**src/rtl/hcr_pkg.sv**
```systemverilog
package hcr_pkg;
  // command register bit positions
  localparam int CMD_RST_B  = 0;
  localparam int CMD_CTRL_B = 1;
  localparam int CMD_BULK_B = 2;
  localparam int CMD_OWN_B  = 3;
  localparam int CMD_CNT_LSB = 16;

  // interrupt status bit positions
  localparam int IS_SO_B   = 0;
  localparam int IS_WDH_B  = 1;
  localparam int IS_SF_B   = 2;
  localparam int IS_RD_B   = 3;
  localparam int IS_UE_B   = 4;
  localparam int IS_FNO_B  = 5;
  localparam int IS_RHSC_B = 6;
  localparam int IS_OC_B   = 30;

  // bits that exist as storage in the interrupt status register
  localparam logic [31:0] IS_IMPL_MASK =
    (32'd1 << IS_SO_B) | (32'd1 << IS_WDH_B) | (32'd1 << IS_SF_B) |
    (32'd1 << IS_RD_B) | (32'd1 << IS_FNO_B) | (32'd1 << IS_RHSC_B) |
    (32'd1 << IS_OC_B);
endpackage

```
**src/rtl/hcr_w1c_bit.sv**
```systemverilog
module hcr_w1c_bit (
  input  logic clk,
  input  logic rst_n,
  input  logic set_i,
  input  logic clr_i,
  output logic q_o
);
  // a hardware set in the same cycle as a clear keeps the bit
  always_ff @(posedge clk) begin
    if (!rst_n)      q_o <= 1'b0;
    else if (set_i)  q_o <= 1'b1;
    else if (clr_i)  q_o <= 1'b0;
  end
endmodule

```
**src/rtl/hcr_toggle_det.sv**
```systemverilog
module hcr_toggle_det (
  input  logic clk,
  input  logic rst_n,
  input  logic lvl_i,
  output logic tog_o
);
  logic prev_q;

  always_ff @(posedge clk) begin
    if (!rst_n) prev_q <= 1'b0;
    else        prev_q <= lvl_i;
  end

  assign tog_o = rst_n & (lvl_i ^ prev_q);
endmodule

```
**src/rtl/hcr_cmd_reg.sv**
```systemverilog
module hcr_cmd_reg #(
  parameter int CNT_W = 2
) (
  input  logic             clk,
  input  logic             rst_n,
  input  logic             lane0_we,
  input  logic [3:0]       lane0_wd,
  input  logic             ev_reset_done,
  input  logic             ev_ctrl_fill,
  input  logic             ev_bulk_fill,
  input  logic             ev_ctrl_head,
  input  logic             ev_bulk_head,
  input  logic             ev_sched_ovr,
  output logic             rst_q,
  output logic             ctrl_q,
  output logic             bulk_q,
  output logic             own_q,
  output logic             own_set_o,
  output logic [CNT_W-1:0] cnt_q
);
  import hcr_pkg::*;

  logic wr_rst, wr_ctrl, wr_bulk;

  assign wr_rst   = lane0_we & lane0_wd[CMD_RST_B];
  assign wr_ctrl  = lane0_we & lane0_wd[CMD_CTRL_B];
  assign wr_bulk  = lane0_we & lane0_wd[CMD_BULK_B];
  assign own_set_o = lane0_we & lane0_wd[CMD_OWN_B];

  always_ff @(posedge clk) begin
    if (!rst_n) begin
      rst_q  <= 1'b0;
      ctrl_q <= 1'b0;
      bulk_q <= 1'b0;
      own_q  <= 1'b0;
      cnt_q  <= '0;
    end else begin
      if (wr_rst)             rst_q <= 1'b1;
      else if (ev_reset_done) rst_q <= 1'b0;

      if (wr_ctrl || ev_ctrl_fill) ctrl_q <= 1'b1;
      else if (ev_ctrl_head)       ctrl_q <= 1'b0;

      if (wr_bulk || ev_bulk_fill) bulk_q <= 1'b1;
      else if (ev_bulk_head)       bulk_q <= 1'b0;

      if (lane0_we) own_q <= lane0_wd[CMD_OWN_B];

      if (ev_sched_ovr) cnt_q <= cnt_q + 1'b1;
    end
  end
endmodule

```
**src/rtl/hcr_int_reg.sv**
```systemverilog
module hcr_int_reg #(
  parameter int DATA_W = 32
) (
  input  logic              clk,
  input  logic              rst_n,
  input  logic [DATA_W-1:0] set_v,
  input  logic [DATA_W-1:0] clr_v,
  output logic [DATA_W-1:0] stat_q
);
  import hcr_pkg::*;

  for (genvar i = 0; i < DATA_W; i++) begin : g_bit
    if (i < 32 && IS_IMPL_MASK[i % 32]) begin : g_impl
      hcr_w1c_bit u_bit (
        .clk   (clk),
        .rst_n (rst_n),
        .set_i (set_v[i]),
        .clr_i (clr_v[i]),
        .q_o   (stat_q[i])
      );
    end else begin : g_zero
      assign stat_q[i] = 1'b0;
    end
  end
endmodule

```
**src/rtl/hc_cmdint_regs.sv**
```systemverilog
module hc_cmdint_regs #(
  parameter int              ADDR_W  = 8,
  parameter int              DATA_W  = 32,
  parameter int              CNT_W   = 2,
  parameter logic [ADDR_W-1:0] CMD_OFS = 8'h08,
  parameter logic [ADDR_W-1:0] INT_OFS = 8'h0C
) (
  input  logic                clk,
  input  logic                rst_n,
  input  logic                bus_we,
  input  logic [ADDR_W-1:0]   bus_addr,
  input  logic [DATA_W/8-1:0] bus_be,
  input  logic [DATA_W-1:0]   bus_wdata,
  output logic [DATA_W-1:0]   bus_rdata,
  input  logic                ev_sof,
  input  logic                ev_done_head,
  input  logic                ev_resume,
  input  logic                ev_sched_ovr,
  input  logic                ev_rh_change,
  input  logic                ev_ctrl_fill,
  input  logic                ev_bulk_fill,
  input  logic                ev_ctrl_head,
  input  logic                ev_bulk_head,
  input  logic                ev_reset_done,
  input  logic                frame_msb,
  output logic                hc_reset_req,
  output logic                ctrl_list_filled,
  output logic                bulk_list_filled,
  output logic                own_change_req,
  output logic [CNT_W-1:0]    sched_ovr_cnt,
  output logic                irq_pending
);
  import hcr_pkg::*;

  localparam int BE_W = DATA_W / 8;

  logic              cmd_hit, int_hit;
  logic              own_set;
  logic              fno_tog;
  logic [DATA_W-1:0] lane_mask;
  logic [DATA_W-1:0] is_set, is_clr, is_q;
  logic [DATA_W-1:0] cmd_rd;

  assign cmd_hit = (bus_addr == CMD_OFS);
  assign int_hit = (bus_addr == INT_OFS);

  // expand byte enables to a bit mask
  for (genvar b = 0; b < BE_W; b++) begin : g_lane
    assign lane_mask[8*b +: 8] = {8{bus_be[b]}};
  end

  hcr_cmd_reg #(.CNT_W(CNT_W)) u_cmd (
    .clk           (clk),
    .rst_n         (rst_n),
    .lane0_we      (bus_we & cmd_hit & bus_be[0]),
    .lane0_wd      (bus_wdata[3:0]),
    .ev_reset_done (ev_reset_done),
    .ev_ctrl_fill  (ev_ctrl_fill),
    .ev_bulk_fill  (ev_bulk_fill),
    .ev_ctrl_head  (ev_ctrl_head),
    .ev_bulk_head  (ev_bulk_head),
    .ev_sched_ovr  (ev_sched_ovr),
    .rst_q         (hc_reset_req),
    .ctrl_q        (ctrl_list_filled),
    .bulk_q        (bulk_list_filled),
    .own_q         (own_change_req),
    .own_set_o     (own_set),
    .cnt_q         (sched_ovr_cnt)
  );

  hcr_toggle_det u_fno (
    .clk   (clk),
    .rst_n (rst_n),
    .lvl_i (frame_msb),
    .tog_o (fno_tog)
  );

  always_comb begin
    is_set            = '0;
    is_set[IS_SO_B]   = ev_sched_ovr;
    is_set[IS_WDH_B]  = ev_done_head;
    is_set[IS_SF_B]   = ev_sof;
    is_set[IS_RD_B]   = ev_resume;
    is_set[IS_FNO_B]  = fno_tog;
    is_set[IS_RHSC_B] = ev_rh_change;
    is_set[IS_OC_B]   = own_set;
  end

  assign is_clr = {DATA_W{bus_we & int_hit}} & lane_mask & bus_wdata;

  hcr_int_reg #(.DATA_W(DATA_W)) u_int (
    .clk    (clk),
    .rst_n  (rst_n),
    .set_v  (is_set),
    .clr_v  (is_clr),
    .stat_q (is_q)
  );

  assign irq_pending = |is_q;

  always_comb begin
    cmd_rd                          = '0;
    cmd_rd[CMD_RST_B]               = hc_reset_req;
    cmd_rd[CMD_CTRL_B]              = ctrl_list_filled;
    cmd_rd[CMD_BULK_B]              = bulk_list_filled;
    cmd_rd[CMD_OWN_B]               = own_change_req;
    cmd_rd[CMD_CNT_LSB +: CNT_W]    = sched_ovr_cnt;
  end

  always_comb begin
    if (cmd_hit)      bus_rdata = cmd_rd;
    else if (int_hit) bus_rdata = is_q;
    else              bus_rdata = '0;
  end
endmodule

```
**config.mk**
```make
export PLATFORM = sky130hd
export DESIGN_NAME = hc_cmdint_regs
export DESIGN_NICKNAME = d
export VERILOG_FILES = /design/src/rtl/hcr_pkg.sv /design/src/rtl/hcr_w1c_bit.sv /design/src/rtl/hcr_toggle_det.sv /design/src/rtl/hcr_cmd_reg.sv /design/src/rtl/hcr_int_reg.sv /design/src/rtl/hc_cmdint_regs.sv
export SDC_FILE = /design/constraint.sdc
export NUM_CORES = 1
export LEC_CHECK = 0
export BUFFER_PORTS_ARGS = -buffer_cell sky130_fd_sc_hd__buf_2
export CELL_PAD_IN_SITES_DETAIL_PLACEMENT = 1
export CELL_PAD_IN_SITES_GLOBAL_PLACEMENT = 1
export CORE_MARGIN = 3
export CORE_UTILIZATION = 21
export CTS_CLUSTER_DIAMETER = 80
export DETAILED_ROUTE_END_ITERATION = 7
export PLACE_DENSITY = 0.84
export SLEW_MARGIN = 10
export SYNTH_ARGS = -nofsm -noshare
export SYNTH_HDL_FRONTEND = slang
export SYNTH_SLANG_ARGS = --single-unit
```
**constraint.sdc**
```tcl
create_clock -name clk -period 1.7 [get_ports clk]
set_input_delay 0.085 -clock clk [delete_from_list [all_inputs] [get_ports clk]]
set_output_delay 0.085 -clock clk [all_outputs]
set_load 0.02 [all_outputs]
```
==> reports/summary.txt, run 1 <==
Run status: finished clean
NetSw: 231 uW
Detailed placer's ending HPWL: 1.97 mm
Maximum level of the CTS H-tree: 1
Number of antenna diodes: 0
Largest incremental delay on the critical path: 580 ps
Ordered list of cells on the worst path: buf_2, or4_4, nor3_4, buf_12, a22o_1, buf_2
DRC errors left: 0
CTS buffer count: 3
Commonest cells after routing, fill and taps aside: buf_2, conb_1, dfxtp_1
Number of vias after detailed routing: 816
Overall die height: 70.6 um
Number of max-cap violations: 0
Share of final-layout standard cells stronger than drive strength 1: 0.371
Setup-failing EPs final: 0
Count of distinct cell types in the synthesized netlist: 27
Global-route wire length before repair: 3.60 mm
Number of buffers added on ports: 46
Clock Pin Slew Worst Setup and Hold Paths: 60 ps
Antenna violations before repair: 0
Cell Rows: 22
Category of the worst setup path launch point: primary input
Effective utilization at floorplan: 0.228
Path class of the lowest-slack min-delay path: in -> reg
Kind of cell adding the most delay to the critical path: simple AND/OR/NAND/NOR gates
Width of the chip: 70.6 um
Syn Std Cell Area: 877 um^2
Library cell contributing the largest single delay on the critical path: or4_4
Standard cell core area: 3850 um^2
CTS hold repair buffers: 0
Switching share of total power: 0.275
Maximum number of pins on one net before global-route repair: 17
Gates resized, CTS repair: 0
Die area: 4990 um^2
PwrDens: 734 nW/um^2
Final Non-Filler Cells: 199
Setup bufs post-CTS: 0
Worst path bufs/invs: 3
Layout overhead on the synthesized area: 30.5%
Area taken by flip-flops and latches: 280 um^2
Worst-case vdd ir drop: 0.198 mV
Unrepaired setup endpoints after global routing: no
Highest attainable clock frequency: 0.649 GHz
Clock power frac: 0.378
Antenna viol nets, final: 0
Part of the power in combinational logic: 0.190
Routability Congestion: 0.715
Clock sinks: 14
Worst Path Class, Setup: in -> out
Cell count after synthesis: 102
Synthesized area per cell: 8.60 um^2
Part of the cycle the worst path needs: 0.907
Number of synthesized register bits: 14
Final Hold Vio Count: 0
Critical path capture point type: output pin
Remaining Overflow, GRT: 0
Pleak: 0.583 nW
DRC marker count from the first detailed-route iteration: 20
Clock root cell: clkbuf_8
Wirelength per Cell: 11.9 um
I/O Pins: 97
Placed Cells incl. Taps: 195
Required time worst endpoint: 1620 ps
WL final: 2.38 mm
Multi-input logic area: 480 um^2
First-pass detailed-route iteration total: 4
Final net count: 210
Sequential-to-total area share from yosys stat: 0.320
All-Layer GR Usage: 0.0904
Commonest non-fill, non-tap cell in the layout: buf_2
Max-slew violation total from the final report: 0
Final worst path period need: 1540 ps
Max FO, Critical Path: 13
Number of global-route vias before repair: 803
Data arrival, critical path: 1460 ps
Number of filler cells placed in the layout: 491
Post-route clock skew: 0.195 ps
Internal: 610 uW
Routed vias/inst: 4.10
Sequential power share: 0.432
Summed negative setup slack over all endpoints: 0 ps
Most frequent CP cell: buf_2
Count of yosys warnings during synthesis: 0
Clock insertion delay at the later pin of the skew report: 240 ps
Clk buf depth: 2
CTS tree: done
==> area by class of cell <==
type                    instances  share of cell area
multi-input cells              82               0.420
flip-flops and latches         14               0.245
repair buffers                 48               0.225
well taps                      48              0.0525
clock buffers                   4              0.0481
inverters                       3             0.00984
==> power groups by stage <==
| stage | registers (mW) | clock network [mW] | logic (mW) |
|---|---|---|---|
| 2_1_floorplan | 0.376 | 0 | 0.132 |
| 3_3_place_gp | 0.370 | 0 | 0.156 |
| 3_5_place_dp | 0.371 | 0 | 0.160 |
| 4_1_cts | 0.364 | 0.334 | 0.160 |
| 5_1_grt | 0.366 | 0.351 | 0.175 |
| 6_report | 0.363 | 0.318 | 0.160 |
==> logic make-up after synthesis <==
logic type,synth area share
DFF,0.320
xor gates and xnor gates,0.0300
muxes,0.0114
other,0.00428
and+or+nand+nor,0.241
buffers and inverters,0.227
AOI/OAI and AO/OA,0.167
==> final timing paths <==
check	cells after the start	from	slack [ps]	to
max reg2reg	3	u_fno.prev_q$_SDFF_PN0_	840	u_int.g_bit[5].g_impl.u_bit.q_o$_SDFFE_PN0P_
min	2	frame_msb	60	u_fno.prev_q$_SDFF_PN0_
min reg2reg	2	u_int.g_bit[30].g_impl.u_bit.q_o$_SDFFE_PN0P_	480	u_int.g_bit[30].g_impl.u_bit.q_o$_SDFFE_PN0P_
max	6	bus_addr[5]	160	bus_rdata[3]
==> per-stage QoR <==
step	hold WS (ps)	instance area, um^2	setup slack [ps]	utilization	power, mW
5_1_grt	70.2	1140	105	0.297	0.893
6_report	64.7	1140	158	0.297	0.841
3_3_place_gp	315	1090	155	0.283	0.526
3_5_place_dp	316	1090	158	0.283	0.531
4_1_cts	57.6	1140	138	0.297	0.859
2_1_floorplan	202	960	324	-	0.508
==> synthesized netlist by cell type <==
master	number	area, um^2
a21o_1	2	15.0
nand2_1	7	26.3
or4_4	1	11.3
xnor2_1	1	8.76
o2bb2ai_1	1	8.76
or2_2	1	6.26
a22o_1	6	52.6
nor2_1	1	3.75
o21ai_0	6	30.0
mux2i_1	1	10.0
nor3_1	2	10.0
buf_6	1	11.3
and2_1	8	50.1
nor3_2	1	10.0
dfxtp_1	14	280
nor3_4	1	16.3
nor3b_1	6	45.0
or4b_1	1	10.0
conb_1	1	3.75
inv_1	3	11.3
xor2_1	2	17.5
buf_4	23	173
nor4_1	2	12.5
clkbuf_1	1	3.75
a21oi_1	6	30.0
nand3_1	2	10.0
a32o_1	1	10.0
==> flip-flops by register name (all words and copies together), names as in the netlist <==
register	count
u_int.g_bit.g_impl.u_bit.q_o	7
u_fno.prev_q	1
u_cmd.own_q	1
u_cmd.bulk_q	1
u_cmd.cnt_q	2
u_cmd.ctrl_q	1
u_cmd.rst_q	1
==> worst register-to-register path: cells and delay by family, from the launching register on <==
family	cells	cell delay (ps)
XOR/XNOR	1	170
flip-flops	1	300
AND/OR/NAND/NOR	1	190
AO/OA/AOI/OAI	1	90
==> layer usage <==
layer | share of wire | GRT usage | vias up
met1 | 0.35 | 0.0903 | 373
met2 | 0.53 | 0.164 | 33
met3 | 0.096 | 0.0298 | 4
met5 | 0 | 0 | -
li1 | - | - | 406
met4 | 0.017 | 0.0501 | 0
(Power assumes the default switching activity.)
==> run 2, diff against run 1 <==
CORE_UTILIZATION = 19   (was 21)
PLACE_DENSITY = 0.8   (was 0.84)
clock period = 1.4 ns   (was 1.7 ns; I/O delays follow)
==> reports/summary.txt, run 2 (synthesis results as in run 1) <==
CTS tree: done
Worst path bufs/invs: 3 (unchanged)
Final Non-Filler Cells: 207 (+4.0%)
Cell Rows: 24 (+9.1%)
Number of filler cells placed in the layout: 538 (+9.6%)
CTS hold repair buffers: 0 (unchanged)
Global-route wire length before repair: 3.82 mm (+6.1%)
Total placed instance area: 1110 um^2 (+2.1%)
Clock sinks: 14 (unchanged)
Die area: 5470 um^2 (+9.6%)
Most frequent CP cell: buf_6
Commonest non-fill, non-tap cell in the layout: buf_2
Path class of the lowest-slack min-delay path: in -> reg
DRC marker count from the first detailed-route iteration: 40 (+100%)
Pleak: 0.613 nW (+5.2%)
Maximum level of the CTS H-tree: 1 (unchanged)
Number of buffers added on ports: 46 (unchanged)
PwrDens: 830 nW/um^2 (+13%)
Number of global-route vias before repair: 839 (+4.5%)
Worst Path Class, Setup: in -> out
Max-slew violation total from the final report: 0 (unchanged)
Data arrival, critical path: 1310 ps (-150 ps)
Ordered list of cells on the worst path: buf_6, or4_4, nor3_4, buf_6, a22o_1, buf_6
Largest register FFs: 7 (unchanged)
Effective utilization at floorplan: 0.199 (-0.0289)
First-pass detailed-route iteration total: 3 (-1)
Number of antenna diodes: 0 (unchanged)
Unrepaired setup endpoints after global routing: yes
Library cell contributing the largest single delay on the critical path: or4_4
Routability Congestion: 0.821 (+15%)
Highest attainable clock frequency: 0.725 GHz
Final net count: 214 (+1.9%)
WL final: 2.58 mm (+8.7%)
Antenna viol nets, final: 0 (unchanged)
Category of the worst setup path launch point: primary input
Antenna violations before repair: 0 (unchanged)
Multi-input logic area: 492 um^2 (+2.3%)
Routed vias/inst: 4.13 (+0.61%)
Largest Register: u_int.g_bit.g_impl.u_bit.q_o
Commonest cells after routing, fill and taps aside: buf_2, conb_1, dfxtp_1
Kind of cell adding the most delay to the critical path: simple AND/OR/NAND/NOR gates
Detailed placer's ending HPWL: 2.15 mm (+8.9%)
Part of the cycle the worst path needs: 0.985
Final Hold Vio Count: 0 (unchanged)
Run status: finished clean
Number of vias after detailed routing: 854 (+4.7%)
Standard cell core area: 4410 um^2 (+15%)
Critical path capture point type: output pin
Leading registers by flop count: u_int.g_bit.g_impl.u_bit.q_o x7, u_cmd.cnt_q x2
DRC errors left: 0 (unchanged)
Post-route clock skew: 0.188 ps (-0.00727 ps)
Placed Cells incl. Taps: 203 (+4.1%)
Layout overhead on the synthesized area: 41.2%
Overall die height: 73.9 um (+4.7%)
Largest incremental delay on the critical path: 550 ps (-30 ps)
Wirelength per Cell: 12.5 um (+4.5%)
Required time worst endpoint: 1330 ps (-290 ps)
Setup-failing EPs final: 0 (unchanged)
Final worst path period need: 1380 ps
Clock Pin Slew Worst Setup and Hold Paths: 60 ps (about the same)
CTS buffer count: 3 (unchanged)
Width of the chip: 73.9 um (+4.7%)
I/O Pins: 97 (unchanged)
Worst-case vdd ir drop: 0.315 mV (+59%)
Clock insertion delay at the later pin of the skew report: 240 ps (about the same)
Total non-filler cell area in the finished layout: 1240 um^2 (+8.2%)
Clk buf depth: 2 (unchanged)
Share of final-layout standard cells stronger than drive strength 1: 0.413 (+0.0420)
Number of max-cap violations: 0 (unchanged)
All-Layer GR Usage: 0.0879 (-0.00251)
Max FO, Critical Path: 4 (-9)
Overall power after layout: 1.03 mW (+22%)
Area taken by flip-flops and latches: 280 um^2 (unchanged)
Remaining Overflow, GRT: 0 (unchanged)
Clock root cell: clkbuf_8
Maximum number of pins on one net before global-route repair: 17 (unchanged)
==> run 2: changes by cell type in the layout (fill, tap and decap cells not counted), sizes merged <==
cell	previous run	this run
buf	48	52
==> run 2: timing repair <==
| item | in CTS | in global routing |
|---|---|---|
| endpoints found under the setup margin | 8 | 9 |
| buffers inserted | 0 | 0 |
| gates resized for setup | 5 | 17 |
| pin swaps | 1 | 3 |
==> run 2: final timing paths <==
| check | start | to | slack [ps] | cells past startpoint |
|---|---|---|---|---|
| worst max register to register | u_fno.prev_q$_SDFF_PN0_ | u_int.g_bit[5].g_impl.u_bit.q_o$_SDFFE_PN0P_ | 500 | 3 |
| worst min-delay path | bus_wdata[0] | u_cmd.rst_q$_SDFFE_PN0P_ | 60 | 2 |
| worst max-delay path | bus_addr[5] | bus_rdata[2] | 20 | 6 |
| worst min register to register | u_int.g_bit[30].g_impl.u_bit.q_o$_SDFFE_PN0P_ | u_int.g_bit[30].g_impl.u_bit.q_o$_SDFFE_PN0P_ | 490 | 2 |
==> run 2: area by class of cell <==
cell class,instances,share of cell area
Multi-Input combinational cell,82,0.397
Timing Repair Buffer,52,0.271
Sequential cell,14,0.226
Tap cell,52,0.0525
Clock buffer,4,0.0444
Inverter,3,0.00909
==> run 2: power by group <==
group	internal [mW]	total [mW]	switching, mW
Combinational	0.0723	0.202	0.129
Clock	0.249	0.385	0.137
Sequential	0.423	0.442	0.0187
==> run 2: worst register-to-register path, cell delays in order (launching register included) <==
cell and delay, ps:
dfxtp_1 300, xor2_1 160, nor3b_1 220, a21oi_1 100
==> run 2: metrics by stage <==
step                hold WS (ps)  setup WS [ps]  setup TNS [ps]   util
floorplan                    187           54.3               0      -
global placement             299          -65.0            -475  0.252
detailed placement           313           -112            -929  0.252
CTS                         59.5          -1.39           -2.08  0.268
global route                62.0          -36.2           -86.6  0.281
finish                      56.6           21.2               0  0.281
==> run 2: per-layer routing <==
| layer | global-route usage | vias up | share of wire |
|---|---|---|---|
| li1 | - | 414 | - |
| met1 | 0.0908 | 410 | 0.35 |
| met2 | 0.167 | 30 | 0.56 |
| met3 | 0.0297 | 0 | 0.088 |
| met4 | 0.0241 | 0 | 0 |
| met5 | 0 | - | 0 |
